## src/rtl/dboot_pkg.sv

```systemverilog
// Shared types and the fixed boot recipe for the display controller sequencer.
// Assumes the write list has exactly NUM_WR entries, in the order given by wr_len/wr_slot.
package dboot_pkg;

    typedef enum logic [1:0] {
        RQ_HOST  = 2'd0,
        RQ_READ  = 2'd1,
        RQ_WRITE = 2'd2
    } rq_kind_e;

    typedef enum logic [3:0] {
        ST_PD_LOW,
        ST_PD_HIGH,
        ST_HC_REQ,
        ST_HC_DLY,
        ST_RD_GAP,
        ST_ID_REQ,
        ST_ID_CHK,
        ST_WR_REQ,
        ST_WR_GAP,
        ST_DONE
    } seq_state_e;

    localparam int NUM_HC   = 4;
    localparam int NUM_WR   = 20;
    localparam int HC_IDX_W = $clog2(NUM_HC);
    localparam int WR_IDX_W = $clog2(NUM_WR);
    localparam int MS_W     = 16;
    localparam logic [MS_W-1:0] PD_MS = 16'd20;

    localparam logic [31:0] DLW_CLEAR_ALL = 32'h2600_0007;
    localparam logic [31:0] DLW_END       = 32'h0000_0000;

    // Opcode of each host command, in issue order.
    function automatic logic [7:0] hc_opcode(input logic [HC_IDX_W-1:0] i);
        case (i)
            2'd0:    return 8'h00;
            2'd1:    return 8'h44;
            2'd2:    return 8'h62;
            default: return 8'h68;
        endcase
    endfunction

    // Settling time after each host command, in milliseconds (0 = none).
    function automatic logic [MS_W-1:0] hc_delay_ms(input logic [HC_IDX_W-1:0] i);
        case (i)
            2'd0:    return 16'd20;
            2'd1:    return 16'd10;
            2'd2:    return 16'd10;
            default: return 16'd0;
        endcase
    endfunction

    // Byte count of each write in the list.
    function automatic logic [2:0] wr_len(input logic [WR_IDX_W-1:0] i);
        if (i < 5'd10)      return 3'd2;
        else if (i < 5'd14) return 3'd1;
        else if (i < 5'd16) return 3'd2;
        else if (i < 5'd19) return 3'd4;
        else                return 3'd2;
    endfunction

    // Entries that land in display-list memory instead of the register block.
    function automatic logic wr_to_dl(input logic [WR_IDX_W-1:0] i);
        return (i == 5'd16) || (i == 5'd17);
    endfunction

    // Word slot inside the register block.
    function automatic logic [WR_IDX_W-1:0] wr_slot(input logic [WR_IDX_W-1:0] i);
        return (i < 5'd16) ? i : i - 5'd2;
    endfunction

endpackage

```

## src/rtl/dboot_ms_timer.sv

```systemverilog
// One-shot millisecond timer. A start pulse loads a target in ms; fire pulses
// one cycle after target*CLKS_PER_MS cycles. Assumes target >= 1 and that start
// is not raised again while busy.
module dboot_ms_timer #(
    parameter int CLKS_PER_MS = 100000,
    parameter int MS_W        = 16
) (
    input  logic            clk,
    input  logic            rst_n,
    input  logic            start,
    input  logic [MS_W-1:0] ms_target,
    output logic            fire
);
    localparam int PRE_W = $clog2(CLKS_PER_MS + 1);
    localparam logic [PRE_W-1:0] PRE_LAST = PRE_W'(CLKS_PER_MS - 1);

    logic [PRE_W-1:0] pre;
    logic [MS_W-1:0]  ms_cnt;
    logic [MS_W-1:0]  target_q;
    logic             busy;

    // Prescaler, millisecond count and completion pulse.
    always_ff @(posedge clk) begin
        if (!rst_n) begin
            pre      <= '0;
            ms_cnt   <= '0;
            target_q <= '0;
            busy     <= 1'b0;
            fire     <= 1'b0;
        end else begin
            fire <= 1'b0;
            if (start) begin
                pre      <= '0;
                ms_cnt   <= '0;
                target_q <= ms_target;
                busy     <= 1'b1;
            end else if (busy) begin
                if (pre == PRE_LAST) begin
                    pre    <= '0;
                    ms_cnt <= ms_cnt + MS_W'(1);
                    if (ms_cnt == target_q - MS_W'(1)) begin
                        busy <= 1'b0;
                        fire <= 1'b1;
                    end
                end else begin
                    pre <= pre + PRE_W'(1);
                end
            end
        end
    end

    // the running count never passes the loaded target.
    a_r2_no_overflow: assert property (@(posedge clk) disable iff (!rst_n)
        busy |-> (ms_cnt < target_q));

    // a completion pulse lasts a single cycle.
    a_r1_single_fire: assert property (@(posedge clk) disable iff (!rst_n)
        fire |=> !fire);

endmodule

```

## src/rtl/dboot_wr_list.sv

```systemverilog
// Decodes a write-list index into address, byte count and value.
// Pure combinational; the panel values and bases come from parameters.
module dboot_wr_list
    import dboot_pkg::*;
#(
    parameter int                ADDR_W    = 24,
    parameter logic [ADDR_W-1:0] REG_BASE  = 24'h102400,
    parameter logic [ADDR_W-1:0] DL_BASE   = 24'h100000,
    parameter logic [15:0]       H_CYCLE   = 16'd525,
    parameter logic [15:0]       H_OFFSET  = 16'd43,
    parameter logic [15:0]       H_SIZE    = 16'd480,
    parameter logic [15:0]       H_SYNC0   = 16'd0,
    parameter logic [15:0]       H_SYNC1   = 16'd41,
    parameter logic [15:0]       V_CYCLE   = 16'd286,
    parameter logic [15:0]       V_OFFSET  = 16'd12,
    parameter logic [15:0]       V_SIZE    = 16'd272,
    parameter logic [15:0]       V_SYNC0   = 16'd0,
    parameter logic [15:0]       V_SYNC1   = 16'd10,
    parameter logic [7:0]        SWIZZLE   = 8'd0,
    parameter logic [7:0]        PCLK_POL  = 8'd1,
    parameter logic [7:0]        PCLK_DIV  = 8'd5,
    parameter bit                BL_INVERT = 1'b0
) (
    input  logic [WR_IDX_W-1:0] idx,
    output logic [ADDR_W-1:0]   addr,
    output logic [2:0]          len,
    output logic [31:0]         data
);
    logic [15:0] duty;

    // Backlight duty variant chosen by the inversion parameter.
    generate
        if (BL_INVERT) begin : g_bl_inv
            assign duty = 16'd0;
        end else begin : g_bl_norm
            assign duty = 16'd100;
        end
    endgenerate

    // Address and length of the selected entry.
    always_comb begin
        len = wr_len(idx);
        if (wr_to_dl(idx))
            addr = DL_BASE + ((idx == 5'd17) ? ADDR_W'(4) : ADDR_W'(0));
        else
            addr = REG_BASE + ADDR_W'({wr_slot(idx), 2'b00});
    end

    // Value of the selected entry.
    always_comb begin
        case (idx)
            5'd0:    data = 32'(H_CYCLE);
            5'd1:    data = 32'(H_OFFSET);
            5'd2:    data = 32'(H_SIZE);
            5'd3:    data = 32'(H_SYNC0);
            5'd4:    data = 32'(H_SYNC1);
            5'd5:    data = 32'(V_CYCLE);
            5'd6:    data = 32'(V_OFFSET);
            5'd7:    data = 32'(V_SIZE);
            5'd8:    data = 32'(V_SYNC0);
            5'd9:    data = 32'(V_SYNC1);
            5'd10:   data = 32'(SWIZZLE);
            5'd11:   data = 32'(PCLK_POL);
            5'd12:   data = 32'd1;
            5'd13:   data = 32'(PCLK_DIV);
            5'd14:   data = 32'd1000;
            5'd15:   data = 32'(duty);
            5'd16:   data = DLW_CLEAR_ALL;
            5'd17:   data = DLW_END;
            5'd18:   data = 32'd1;
            default: data = 32'd1200;
        endcase
    end

endmodule

```

## src/rtl/dboot_seq_fsm.sv

```systemverilog
// Boot step sequencer: power pin, host commands with waits, ID poll, write walk.
// Assumes req_ack is a one-cycle pulse that only arrives while req_valid is high.
module dboot_seq_fsm
    import dboot_pkg::*;
#(
    parameter logic [7:0] ID_EXPECT = 8'h7C
) (
    input  logic                clk,
    input  logic                rst_n,
    input  logic                req_ack,
    input  logic [7:0]          rd_data,
    input  logic                tmr_fire,
    output logic                tmr_start,
    output logic [MS_W-1:0]     tmr_ms,
    output logic                pd_n,
    output logic                fast_sclk,
    output logic                req_valid,
    output rq_kind_e            req_kind,
    output logic [HC_IDX_W-1:0] hc_idx,
    output logic [WR_IDX_W-1:0] wr_idx,
    output logic                done
);
    seq_state_e state;
    logic       armed;
    logic [7:0] id_q;
    logic       in_wait;

    assign in_wait = (state == ST_PD_LOW) || (state == ST_PD_HIGH) || (state == ST_HC_DLY);

    // Timer launch on the first cycle of each waiting state.
    always_comb begin
        tmr_start = in_wait && !armed;
        tmr_ms    = (state == ST_HC_DLY) ? hc_delay_ms(hc_idx) : PD_MS;
    end

    // Step register, indices, captured ID and serial rate select.
    always_ff @(posedge clk) begin
        if (!rst_n) begin
            state     <= ST_PD_LOW;
            armed     <= 1'b0;
            hc_idx    <= '0;
            wr_idx    <= '0;
            id_q      <= '0;
            fast_sclk <= 1'b0;
        end else begin
            case (state)
                ST_PD_LOW, ST_PD_HIGH, ST_HC_DLY: begin
                    if (!armed) begin
                        armed <= 1'b1;
                    end else if (tmr_fire) begin
                        armed <= 1'b0;
                        if (state == ST_PD_LOW) begin
                            state <= ST_PD_HIGH;
                        end else if (state == ST_PD_HIGH) begin
                            state <= ST_HC_REQ;
                        end else begin
                            hc_idx <= hc_idx + HC_IDX_W'(1);
                            state  <= ST_HC_REQ;
                        end
                    end
                end
                ST_HC_REQ: begin
                    if (req_ack)
                        state <= (hc_idx == HC_IDX_W'(NUM_HC - 1)) ? ST_RD_GAP : ST_HC_DLY;
                end
                ST_RD_GAP: state <= ST_ID_REQ;
                ST_ID_REQ: begin
                    if (req_ack) begin
                        id_q  <= rd_data;
                        state <= ST_ID_CHK;
                    end
                end
                ST_ID_CHK: begin
                    if (id_q == ID_EXPECT) begin
                        fast_sclk <= 1'b1;
                        state     <= ST_WR_REQ;
                    end else begin
                        state <= ST_ID_REQ;
                    end
                end
                ST_WR_REQ: begin
                    if (req_ack) begin
                        if (wr_idx == WR_IDX_W'(NUM_WR - 1)) begin
                            state <= ST_DONE;
                        end else begin
                            wr_idx <= wr_idx + WR_IDX_W'(1);
                            state  <= ST_WR_GAP;
                        end
                    end
                end
                ST_WR_GAP: state <= ST_WR_REQ;
                default:   state <= ST_DONE;
            endcase
        end
    end

    // Request strobe and kind decoded from the current step.
    always_comb begin
        pd_n      = (state != ST_PD_LOW);
        done      = (state == ST_DONE);
        req_valid = (state == ST_HC_REQ) || (state == ST_ID_REQ) || (state == ST_WR_REQ);
        case (state)
            ST_ID_REQ: req_kind = RQ_READ;
            ST_WR_REQ: req_kind = RQ_WRITE;
            default:   req_kind = RQ_HOST;
        endcase
    end

    // nothing is requested while the coprocessor is held powered down.
    a_r1_pd_quiet: assert property (@(posedge clk) disable iff (!rst_n)
        !pd_n |-> !req_valid);

    // commands and ID reads run at the slow rate.
    a_r4_slow_boot: assert property (@(posedge clk) disable iff (!rst_n)
        (req_valid && req_kind != RQ_WRITE) |-> !fast_sclk);

    // register writes run at the fast rate.
    a_r4_fast_write: assert property (@(posedge clk) disable iff (!rst_n)
        (req_valid && req_kind == RQ_WRITE) |-> fast_sclk);

    // the strobe drops right after an acknowledge.
    a_r8_drop: assert property (@(posedge clk) disable iff (!rst_n)
        (req_valid && req_ack) |=> !req_valid);

    // completion is sticky.
    a_r9_done_sticky: assert property (@(posedge clk) disable iff (!rst_n)
        done |=> done);

    // no request after completion.
    a_r9_done_quiet: assert property (@(posedge clk) disable iff (!rst_n)
        done |-> !req_valid);

    // completion follows an acknowledge.
    a_r9_done_after_ack: assert property (@(posedge clk) disable iff (!rst_n)
        $rose(done) |-> $past(req_ack));

endmodule

```

## src/rtl/dboot_sequencer.sv

```systemverilog
// Top of the display controller boot sequencer. Combines the step sequencer,
// the millisecond timer and the write-list decoder, and forms the request
// fields seen by the shared serial transaction engine.
module dboot_sequencer
    import dboot_pkg::*;
#(
    parameter int                CLKS_PER_MS = 100000,
    parameter int                ADDR_W      = 24,
    parameter logic [ADDR_W-1:0] ID_ADDR     = 24'h0C0000,
    parameter logic [7:0]        ID_EXPECT   = 8'h7C,
    parameter logic [ADDR_W-1:0] REG_BASE    = 24'h102400,
    parameter logic [ADDR_W-1:0] DL_BASE     = 24'h100000,
    parameter logic [15:0]       H_CYCLE     = 16'd525,
    parameter logic [15:0]       H_OFFSET    = 16'd43,
    parameter logic [15:0]       H_SIZE      = 16'd480,
    parameter logic [15:0]       H_SYNC0     = 16'd0,
    parameter logic [15:0]       H_SYNC1     = 16'd41,
    parameter logic [15:0]       V_CYCLE     = 16'd286,
    parameter logic [15:0]       V_OFFSET    = 16'd12,
    parameter logic [15:0]       V_SIZE      = 16'd272,
    parameter logic [15:0]       V_SYNC0     = 16'd0,
    parameter logic [15:0]       V_SYNC1     = 16'd10,
    parameter logic [7:0]        SWIZZLE     = 8'd0,
    parameter logic [7:0]        PCLK_POL    = 8'd1,
    parameter logic [7:0]        PCLK_DIV    = 8'd5,
    parameter bit                BL_INVERT   = 1'b0
) (
    input  logic              clk,
    input  logic              rst_n,
    input  logic              req_ack,
    input  logic [7:0]        rd_data,
    output logic              pd_n,
    output logic              fast_sclk,
    output logic              req_valid,
    output logic [1:0]        req_kind,
    output logic [ADDR_W-1:0] req_addr,
    output logic [2:0]        req_len,
    output logic [31:0]       req_wdata,
    output logic              done
);
    logic                tmr_start;
    logic                tmr_fire;
    logic [MS_W-1:0]     tmr_ms;
    rq_kind_e            kind;
    logic [HC_IDX_W-1:0] hc_idx;
    logic [WR_IDX_W-1:0] wr_idx;
    logic [ADDR_W-1:0]   wl_addr;
    logic [2:0]          wl_len;
    logic [31:0]         wl_data;

    dboot_ms_timer #(
        .CLKS_PER_MS (CLKS_PER_MS),
        .MS_W        (MS_W)
    ) u_timer (
        .clk       (clk),
        .rst_n     (rst_n),
        .start     (tmr_start),
        .ms_target (tmr_ms),
        .fire      (tmr_fire)
    );

    dboot_seq_fsm #(
        .ID_EXPECT (ID_EXPECT)
    ) u_fsm (
        .clk       (clk),
        .rst_n     (rst_n),
        .req_ack   (req_ack),
        .rd_data   (rd_data),
        .tmr_fire  (tmr_fire),
        .tmr_start (tmr_start),
        .tmr_ms    (tmr_ms),
        .pd_n      (pd_n),
        .fast_sclk (fast_sclk),
        .req_valid (req_valid),
        .req_kind  (kind),
        .hc_idx    (hc_idx),
        .wr_idx    (wr_idx),
        .done      (done)
    );

    dboot_wr_list #(
        .ADDR_W    (ADDR_W),
        .REG_BASE  (REG_BASE),
        .DL_BASE   (DL_BASE),
        .H_CYCLE   (H_CYCLE),
        .H_OFFSET  (H_OFFSET),
        .H_SIZE    (H_SIZE),
        .H_SYNC0   (H_SYNC0),
        .H_SYNC1   (H_SYNC1),
        .V_CYCLE   (V_CYCLE),
        .V_OFFSET  (V_OFFSET),
        .V_SIZE    (V_SIZE),
        .V_SYNC0   (V_SYNC0),
        .V_SYNC1   (V_SYNC1),
        .SWIZZLE   (SWIZZLE),
        .PCLK_POL  (PCLK_POL),
        .PCLK_DIV  (PCLK_DIV),
        .BL_INVERT (BL_INVERT)
    ) u_list (
        .idx  (wr_idx),
        .addr (wl_addr),
        .len  (wl_len),
        .data (wl_data)
    );

    // Request fields for the pending step.
    always_comb begin
        req_kind = kind;
        case (kind)
            RQ_READ: begin
                req_addr  = ID_ADDR;
                req_len   = 3'd1;
                req_wdata = '0;
            end
            RQ_WRITE: begin
                req_addr  = wl_addr;
                req_len   = wl_len;
                req_wdata = wl_data;
            end
            default: begin
                req_addr  = '0;
                req_len   = 3'd3;
                req_wdata = {24'd0, hc_opcode(hc_idx)};
            end
        endcase
    end

    // an unacknowledged request keeps every field unchanged.
    a_r8_hold: assert property (@(posedge clk) disable iff (!rst_n)
        (req_valid && !req_ack) |=> (req_valid && $stable(req_kind) && $stable(req_addr)
                                     && $stable(req_len) && $stable(req_wdata)));

endmodule

```

## config.mk

```make
export PLATFORM = sky130hd
export DESIGN_NAME = dboot_sequencer
export DESIGN_NICKNAME = d
export VERILOG_FILES = /design/src/rtl/dboot_pkg.sv /design/src/rtl/dboot_ms_timer.sv /design/src/rtl/dboot_wr_list.sv /design/src/rtl/dboot_seq_fsm.sv /design/src/rtl/dboot_sequencer.sv
export SDC_FILE = /design/constraint.sdc
export NUM_CORES = 1
export LEC_CHECK = 0
export ABC_AREA = 1
export BUFFER_PORTS_ARGS = -buffer_cell sky130_fd_sc_hd__buf_2
export CORE_MARGIN = 8
export CORE_UTILIZATION = 54
export CTS_BUF_LIST = sky130_fd_sc_hd__clkbuf_8
export DETAILED_ROUTE_END_ITERATION = 16
export HOLD_SLACK_MARGIN = 0.08
export PLACE_DENSITY = 0.77
export SYNTH_ARGS = -nofsm -noshare
export SYNTH_HDL_FRONTEND = slang
export SYNTH_SLANG_ARGS = --single-unit
```

## constraint.sdc

```tcl
create_clock -name clk -period 3.5 [get_ports clk]
set_clock_uncertainty 0.2 [all_clocks]
set_input_delay 0.7 -clock clk [delete_from_list [all_inputs] [get_ports clk]]
set_output_delay 0.7 -clock clk [all_outputs]
set_load 0.03 [all_outputs]
```

==> results.json, run 1 <==
{
  "outcome": "complete, no violations",
  "cts_tree": "built",
  "drc": 0,
  "fillers": 797,
  "final_cells": 805,
  "netlist_area_um2": 4516,
  "worst_skew_pair.late_latency_ns": 0.35,
  "mostFrequentLayoutCells": "149 x nand2_1, 78 x inv_1, 67 x dfxtp_1",
  "cp.required_ns": 2.60,
  "p_leak_nw": 2.198,
  "rsz0062_at_grt": "no",
  "crit_path_top_delay_cell": "dfxtp_4",
  "crit_path_end_kind": "output pin",
  "fin_crit_sh": 0.9467,
  "cts-buffers-inserted": 9,
  "worstSetupPathType": "reg -> out",
  "place_hpwl_mm": 7.841,
  "die-area_um2": 11540,
  "grt_pass1_wl_mm": 17.20,
  "drive_above_1_share": 0.1486,
  "reg2reg_slack_ns": 1.01,
  "path_clk_slew_ns": 0.07,
  "rows": 33,
  "worstPathArrival_ns": 2.41,
  "multi_input_area_um2": 2561,
  "maxCapViolations": 0,
  "path_buf_inv": 3,
  "cp_top_family": "simple AND/OR/NAND/NOR gates",
  "num_antenna_cells": 0,
  "setup_viol": 0,
  "grt_overflow": 0,
  "antenna_found_initial": 0,
  "cts.sinks": 70,
  "cts_root_buffer": "clkbuf_8",
  "critPathLaunchType": "register",
  "ir_worst_vdd_mv": 0.2796,
  "grt_max_degree": 21,
  "drtAntennaViolNets": 0,
  "synth_cell_type_count": 40,
  "drv_slew": 0,
  "path_max_fanout": 8,
  "die_x_um": 107.4,
  "syn_to_final_growth_pct": 7.925,
  "portBuffers": 43,
  "avgSynthCellArea_um2": 6.873,
  "track_usage": 0.1806,
  "via_per_inst": 5.155,
  "seq_area_frac_synth": 0.3103,
  "routed_wl_mm": 10.21,
  "placed_cells": 790,
  "synth_cells": 657,
  "seqCellArea_um2": 1408,
  "crit_chain": "nand2_2 > nor2_8 > inv_1 > ha_1 > nand2_1 > inv_2 > nand3_2 > a211oi_1 > buf_4",
  "p_per_area_nw_per_um2": 315.1,
  "drt_iter0_markers": 160,
  "finalCriticalPeriod_ns": 3.313,
  "grt_pass1_vias": 3956,
  "hp-class": "reg -> reg",
  "finalHoldViolCount": 0,
  "fmax_mhz": 301.8,
  "max_stage_delay_ns": 0.41,
  "cts_max_level": 3,
  "clk_path_buf_depth": 2,
  "fin_tns_setup_ns": 0,
  "fp.dieH_um": 107.4,
  "start_util": 0.5523,
  "final_common_cell": "nand2_1",
  "routedWlPerCell_um": 12.68,
  "routabilityCongestion": 0.9014,
  "io_pins": 76,
  "vias": 4150,
  "core_um2": 8175,
  "finalNetCount": 733,
  "synth-seq-cells": 70,
  "yosysWarnings": 0,
  "first_pass_iters": 4
}
[routing by layer]
| layer | up-vias | wire, µm | GRT usage |
|---|---|---|---|
| met2 | 125 | 5056 | 0.3270 |
| met3 | 21 | 525 | 0.03593 |
| met1 | 1876 | 4387 | 0.1999 |
| met4 | 0 | 235 | 0.07730 |
| met5 | - | 0 | 0 |
| li1 | 2128 | - | - |
[worst min-delay path, delay by kind of cell (launching register included)]
| kind | cells | cell delay [ns] |
|---|---|---|
| AOI/OAI and AO/OA | 1 | 0.05 |
| buffers and inverters | 1 | 0.04 |
| DFF | 1 | 0.31 |
[report_power, final]
group / leakage (nW) / total, W / switching (W) / internal (W)
clock: 0.104 / 0.000646 / 0.000290 / 0.000355
combinational: 1.53 / 0.0000877 / 0.0000747 / 0.0000130
sequential: 0.567 / 0.000802 / 0.00000365 / 0.000798
total: 2.20 / 0.00154 / 0.000369 / 0.00117
[layout make-up]
class,instances,area share
Sequential cell,70,0.2888
Clock buffer,11,0.03107
Multi-Input combinational cell,480,0.5255
Inverter,89,0.06855
Tap cell,105,0.02696
Timing Repair Buffer,47,0.05135
Clock inverter,3,0.007702
[flip-flops by register name, summed over array words and instances (netlist names)]
| signal | count |
|---|---|
| u_fsm.armed | 1 |
| u_fsm.fast_sclk | 1 |
| u_fsm.hc_idx | 2 |
| u_fsm.id_q | 8 |
| u_fsm.state | 4 |
| u_fsm.wr_idx | 5 |
| u_list.data | 12 |
| u_timer.busy | 1 |
| u_timer.fire | 1 |
| u_timer.ms_cnt | 16 |
| u_timer.pre | 17 |
| u_timer.target_q | 2 |
[timing repair]
| action | CTS | global route |
|---|---|---|
| setup endpoints to repair | 4 | 2 |
| resized for setup | 3 | 5 |
| buffers inserted | 1 | 0 |
| pin swaps | 1 | 0 |
| hold endpoints to repair | 0 | 0 |
| hold buffers | 0 | 0 |
[final timing paths]
check	from	endpoint	cells after the start
max	u_fsm.state[1]	req_addr[6]	9
min	u_fsm.fast_sclk	u_fsm.fast_sclk	2
max reg2reg	u_fsm.wr_idx[1]	u_list.data[5]	11
min reg2reg	u_fsm.fast_sclk	u_fsm.fast_sclk	2
[synth_stat cells]
master / n / share of area
buf_4: 41 / 0.068
nand2_1: 149 / 0.12
nand3_4: 2 / 0.0078
xor2_1: 15 / 0.029
nand4_2: 1 / 0.0028
conb_1: 1 / 0.00083
a211oi_1: 4 / 0.0067
nand4_1: 12 / 0.017
dfxtp_1: 70 / 0.31
nand3b_1: 2 / 0.0033
nor3_1: 22 / 0.024
o21ai_1: 6 / 0.0067
nand2_4: 2 / 0.0050
buf_2: 2 / 0.0022
o21ai_0: 23 / 0.025
nand3_2: 5 / 0.011
nor4_1: 5 / 0.0069
or2_2: 1 / 0.0014
a21oi_1: 40 / 0.044
nor3_4: 2 / 0.0072
nand3_1: 47 / 0.052
nor3_2: 2 / 0.0044
nor2_1: 58 / 0.048
inv_2: 10 / 0.0083
clkinv_1: 2 / 0.0017
xnor2_1: 3 / 0.0058
a31oi_1: 2 / 0.0028
nor2_2: 6 / 0.0083
nand2_2: 5 / 0.0069
a21oi_2: 1 / 0.0019
clkbuf_1: 5 / 0.0042
o21ai_2: 2 / 0.0039
ha_1: 25 / 0.069
o211ai_1: 1 / 0.0017
buf_1: 1 / 0.00083
nor2_8: 1 / 0.0044
and3_1: 1 / 0.0014
o31a_1: 1 / 0.0019
a22o_1: 2 / 0.0039
inv_1: 77 / 0.064
[logic make-up after synthesis]
family          synth area share
simple gates              0.3361
flops                     0.3103
compound gates           0.09920
xor+xnor                 0.03491
fa+ha+maj                0.06927
buf+inv                   0.1494
other cells            0.0008305
[through the flow]
step	hold WS, ns	instance area, µm²	setup slack [ns]	util	power [W]
after detailed placement	0.2491	4661	0.2632	0.5701	0.0009077
final	0.2533	4873	0.1867	0.5961	0.001536
after CTS	0.2606	4865	0.05446	0.5950	0.001554
after global placement	0.2414	4661	0.4029	0.5701	0.0009064
after floorplan	0.2303	4632	0.04082	-	0.0009247
after global routing	0.2736	4873	0.01950	0.5961	0.001596
No activity file was read; power rests on OpenSTA's default activity.
==> inputs of run 2 (changes only) <==
--- a/config.mk
+++ b/config.mk
@@ -7,12 +7,14 @@
 export LEC_CHECK = 0
 export ABC_AREA = 1
 export BUFFER_PORTS_ARGS = -buffer_cell sky130_fd_sc_hd__buf_2
+export CELL_PAD_IN_SITES_DETAIL_PLACEMENT = 2
+export CELL_PAD_IN_SITES_GLOBAL_PLACEMENT = 2
 export CORE_MARGIN = 8
-export CORE_UTILIZATION = 54
+export CORE_UTILIZATION = 35
 export CTS_BUF_LIST = sky130_fd_sc_hd__clkbuf_8
 export DETAILED_ROUTE_END_ITERATION = 16
 export HOLD_SLACK_MARGIN = 0.08
-export PLACE_DENSITY = 0.77
+export PLACE_DENSITY_LB_ADDON = 0.1
 export SYNTH_ARGS = -nofsm -noshare
 export SYNTH_HDL_FRONTEND = slang
 export SYNTH_SLANG_ARGS = --single-unit
==> results.json, run 2 (synthesized netlist as in run 1, its figures left out) <==
{
  "min_path_cells": 2,
  "setup_viol": 0,
  "cts-buffers-inserted": 9,
  "rsz0062_at_grt": "no",
  "rows": 41,
  "die_x_um": 129.6,
  "crit_path_end_kind": "output pin",
  "fin_crit_sh": 0.9449,
  "outcome": "complete, no violations",
  "cp.required_ns": 2.60,
  "io_pins": 76,
  "reg2reg_slack_ns": 0.92,
  "drv_slew": 0,
  "critPathLaunchType": "register",
  "drc": 0,
  "mostFrequentLayoutCells": "149 x nand2_1, 78 x inv_1, 67 x dfxtp_1",
  "drive_above_1_share": 0.1510,
  "ctsResizeCount": 4,
  "path_max_fanout": 6,
  "largest_reg_flops": 17,
  "maxCapViolations": 0,
  "routabilityCongestion": 0.8286,
  "finalHoldViolCount": 0,
  "dp_slack_ns": 0.2676,
  "ir_worst_vdd_mv": 0.1799,
  "fin_tns_setup_ns": 0,
  "grt_max_degree": 21,
  "die-area_um2": 16790,
  "place_hpwl_mm": 11.45,
  "grt_overflow": 0,
  "seqCellArea_um2": 1408,
  "first_pass_iters": 4,
  "hp-class": "reg -> reg",
  "drtAntennaViolNets": 0,
  "p_per_area_nw_per_um2": 317.8,
  "num_antenna_cells": 0,
  "antenna_found_initial": 0,
  "cts.sinks": 70,
  "final_area_um2": 4970,
  "fin_total_pwr_w": 0.001580,
  "routed_wl_mm": 14.18,
  "place_area_um2": 4752,
  "slew_headroom": 0.6508,
  "fmax_mhz": 302.4,
  "vias": 4261,
  "worst_slew_pin_slew_ns": 0.5233,
  "worstSetupPathType": "reg -> out",
  "final_cells": 874,
  "worstPathArrival_ns": 2.41,
  "routedWlPerCell_um": 16.22,
  "multi_input_area_um2": 2561,
  "drt_iter0_markers": 147,
  "cts_max_level": 3,
  "syn_to_final_growth_pct": 10.06,
  "core_um2": 12620,
  "clk_path_buf_depth": 2,
  "final_common_cell": "nand2_1",
  "finalCriticalPeriod_ns": 3.307,
  "start_util": 0.3578,
  "fillers": 1585,
  "path_clk_slew_ns": 0.08,
  "post_cts_buffers": 0,
  "cts_root_buffer": "clkbuf_8",
  "grt_pass1_vias": 4747,
  "portBuffers": 43,
  "via_per_inst": 4.875,
  "ctsHoldBuffers": 0,
  "track_usage": 0.1759,
  "placed_cells": 858,
  "worst_skew_pair.late_latency_ns": 0.36,
  "top_register": "u_timer.pre",
  "fin_ws_ns": 0.1927,
  "fp.dieH_um": 129.6,
  "p_leak_nw": 2.202,
  "cts_tree": "built",
  "reg2regPathDepth": 11,
  "finalNetCount": 733,
  "grt_pass1_wl_mm": 23.63
}
run 2: area by class of cell:
| cell class | count | area share |
|---|---|---|
| Sequential cell | 70 | 0.2832 |
| Inverter | 89 | 0.06722 |
| Clock buffer | 11 | 0.03046 |
| Timing Repair Buffer | 47 | 0.05035 |
| Tap cell | 172 | 0.04330 |
| Multi-Input combinational cell | 480 | 0.5154 |
| Clock inverter | 5 | 0.01007 |
run 2: path summary, 6_finish.rpt:
| path | to | start |
|---|---|---|
| setup / recovery | req_addr[6] | u_fsm.state[3] |
| hold / removal | u_fsm.fast_sclk | u_fsm.fast_sclk |
| setup reg to reg | u_list.data[5] | u_fsm.wr_idx[1] |
| hold reg to reg | u_fsm.fast_sclk | u_fsm.fast_sclk |
run 2: worst max-delay path, stage by stage (launching register included):
cell      delay, ns
dfxtp_1        0.36
inv_2          0.11
nand2_4        0.11
nor2_8         0.16
inv_1          0.11
ha_1           0.34
nand2_1        0.11
inv_2          0.13
nand3_2        0.13
a211oi_1       0.25
buf_4          0.22
run 2: where the power goes:
| group | leakage (nW) | internal (W) | total (W) | switching (W) |
|---|---|---|---|---|
| logic | 1.53 | 0.0000131 | 0.0000929 | 0.0000798 |
| clock network | 0.108 | 0.000362 | 0.000685 | 0.000322 |
| registers | 0.567 | 0.000798 | 0.000802 | 0.00000416 |
| total | 2.20 | 0.00117 | 0.00158 | 0.000406 |
run 2: metrics by stage:
stage | util | hold WS, ns
4_1_cts | 0.3931 | 0.2639
6_report | 0.3938 | 0.2565
3_5_place_dp | 0.3766 | 0.2514
3_3_place_gp | 0.3766 | 0.2375
2_1_floorplan | - | 0.2303
5_1_grt | 0.3938 | 0.2979
run 2: metal layers:
metal,track usage,vias up,share of wire
met5,0,-,0
met4,0.05601,0,0.015
met1,0.2021,2074,0.45
met3,0.03698,15,0.026
met2,0.3176,57,0.51
li1,-,2115,-
==> inputs of run 3 (changes only) <==
--- a/config.mk
+++ b/config.mk
@@ -6,13 +6,13 @@
 export NUM_CORES = 1
 export LEC_CHECK = 0
 export ABC_AREA = 1
-export BUFFER_PORTS_ARGS = -buffer_cell sky130_fd_sc_hd__buf_2
 export CELL_PAD_IN_SITES_DETAIL_PLACEMENT = 2
 export CELL_PAD_IN_SITES_GLOBAL_PLACEMENT = 2
 export CORE_MARGIN = 8
-export CORE_UTILIZATION = 35
+export CORE_UTILIZATION = 39
 export CTS_BUF_LIST = sky130_fd_sc_hd__clkbuf_8
 export DETAILED_ROUTE_END_ITERATION = 16
+export DONT_BUFFER_PORTS = 1
 export HOLD_SLACK_MARGIN = 0.08
 export PLACE_DENSITY_LB_ADDON = 0.1
 export SYNTH_ARGS = -nofsm -noshare
==> results.json, run 3 (synthesized netlist as in run 1, its figures left out) <==
{
  "slew_headroom": 0.5271,
  "fmax_mhz": 300.2,
  "cp.required_ns": 2.60,
  "fp.dieH_um": 123.6,
  "ctsHoldBuffers": 0,
  "grt_pass1_wl_mm": 22.69,
  "fillers": 1405,
  "final_common_cell": "nand2_1",
  "routed_wl_mm": 13.95,
  "fin_tns_setup_ns": 0,
  "rsz0062_at_grt": "no",
  "crit_start": "u_fsm.state[1]",
  "finalNetCount": 704,
  "fin_crit_sh": 0.9517,
  "die-area_um2": 15280,
  "critPathLaunchType": "register",
  "path_max_fanout": 8,
  "track_usage": 0.1866,
  "maxCapViolations": 0,
  "path_clk_slew_ns": 0.07,
  "grt_overflow": 0,
  "via_per_inst": 5.163,
  "worstSetupPathType": "reg -> out",
  "reg2reg_slack_ns": 0.86,
  "grt_max_degree": 20,
  "hp-class": "reg -> reg",
  "die_x_um": 123.6,
  "p_per_area_nw_per_um2": 341.8,
  "vias": 4213,
  "routedWlPerCell_um": 17.09,
  "finalCriticalPeriod_ns": 3.331,
  "cts_root_buffer": "clkbuf_8",
  "portBuffers": 0,
  "drc": 0,
  "cts_max_level": 3,
  "max_stage_delay_ns": 0.43,
  "io_pins": 76,
  "drive_above_1_share": 0.1144,
  "worst_slew_pin_slew_ns": 0.7047,
  "reg2reg_to": "u_list.data[5]",
  "setup_viol": 0,
  "cts.sinks": 70,
  "crit_path_end_kind": "output pin",
  "mostFrequentLayoutCells": "149 x nand2_1, 77 x inv_1, 68 x dfxtp_1",
  "rows": 39,
  "cts-buffers-inserted": 9,
  "rr_startpoint": "u_fsm.wr_idx[0]",
  "endpoint": "req_addr[4]",
  "place_hpwl_mm": 10.98,
  "crit_path_top_delay_cell": "dfxtp_2",
  "worst_skew_pair.late_latency_ns": 0.37,
  "finalHoldViolCount": 0,
  "core_um2": 11370,
  "antenna_found_initial": 0,
  "grt_pass1_vias": 4600,
  "largest_reg_flops": 17,
  "worstPathArrival_ns": 2.43,
  "first_pass_iters": 6,
  "clk_path_buf_depth": 2,
  "syn_to_final_growth_pct": 7.620,
  "p_leak_nw": 2.077,
  "crit_chain": "nand2_2 > nor2_8 > inv_1 > ha_1 > nand2_1 > inv_2 > nand3_2 > a211oi_1 > buf_4",
  "place_area_um2": 4618,
  "outcome": "complete, no violations",
  "post_cts_buffers": 0,
  "final_util": 0.4274,
  "start_util": 0.3972,
  "cts_tree": "built",
  "ctsResizeCount": 1,
  "ir_worst_vdd_mv": 0.2319,
  "reg2regPathDepth": 11,
  "drtAntennaViolNets": 0,
  "final_area_um2": 4860,
  "num_antenna_cells": 0,
  "drt_iter0_markers": 142,
  "top_register": "u_timer.pre",
  "drv_slew": 0,
  "routabilityCongestion": 0.8593
}
## run 3: worst min path at each step
stage	from	to	cells after the start
floorplan	u_fsm.id_q[4]	u_fsm.id_q[4]	2
global placement	u_fsm.id_q[4]	u_fsm.id_q[4]	2
detailed placement	u_fsm.id_q[4]	u_fsm.id_q[4]	2
CTS	rst_n	u_fsm.id_q[6]	2
global route	rst_n	u_fsm.id_q[4]	2
finish	u_fsm.id_q[4]	u_fsm.id_q[4]	2
## run 3: cell type report
class / count / area (µm²) / area share
multi-input combinational: 480 / 2561 / 0.5270
sequential: 70 / 1404 / 0.2889
inverter: 89 / 334.1 / 0.06874
tap: 143 / 178.9 / 0.03682
clock buffer: 12 / 165.2 / 0.03399
timing repair buffer: 18 / 147.6 / 0.03038
clock inverter: 4 / 68.82 / 0.01416
## run 3: power breakdown
part | total (W) | switching, W | internal (W)
Combinational | 0.0000821 | 0.0000727 | 0.00000940
Sequential | 0.000803 | 0.00000411 | 0.000799
Clock | 0.000776 | 0.000320 | 0.000456
## run 3: metal layers
layer	wire [µm]	global-route usage	vias to the layer above
li1	-	-	2068
met1	6126	0.2163	2071
met4	241	0.06847	0
met2	7208	0.3351	56
met5	0	0	-
met3	369	0.03400	18
## run 3: per-stage QoR
step	setup slack, ns	instances	hold slack (ns)	total power, W
global route	0.005125	816	0.2743	0.001719
CTS	0.001755	816	0.2616	0.001683
finish	0.1691	816	0.2573	0.001661
floorplan	0.04082	688	0.2303	0.0009247
global placement	0.4772	800	0.2439	0.0009003
detailed placement	0.2828	800	0.2524	0.0009025
## run 3: critical path, delay by kind of cell, from the launching register on
family | cells | cell delay, ns
fa+ha+maj | 1 | 0.35
simple gates | 4 | 0.63
compound gates | 1 | 0.21
buf+inv | 3 | 0.46
flops | 1 | 0.43
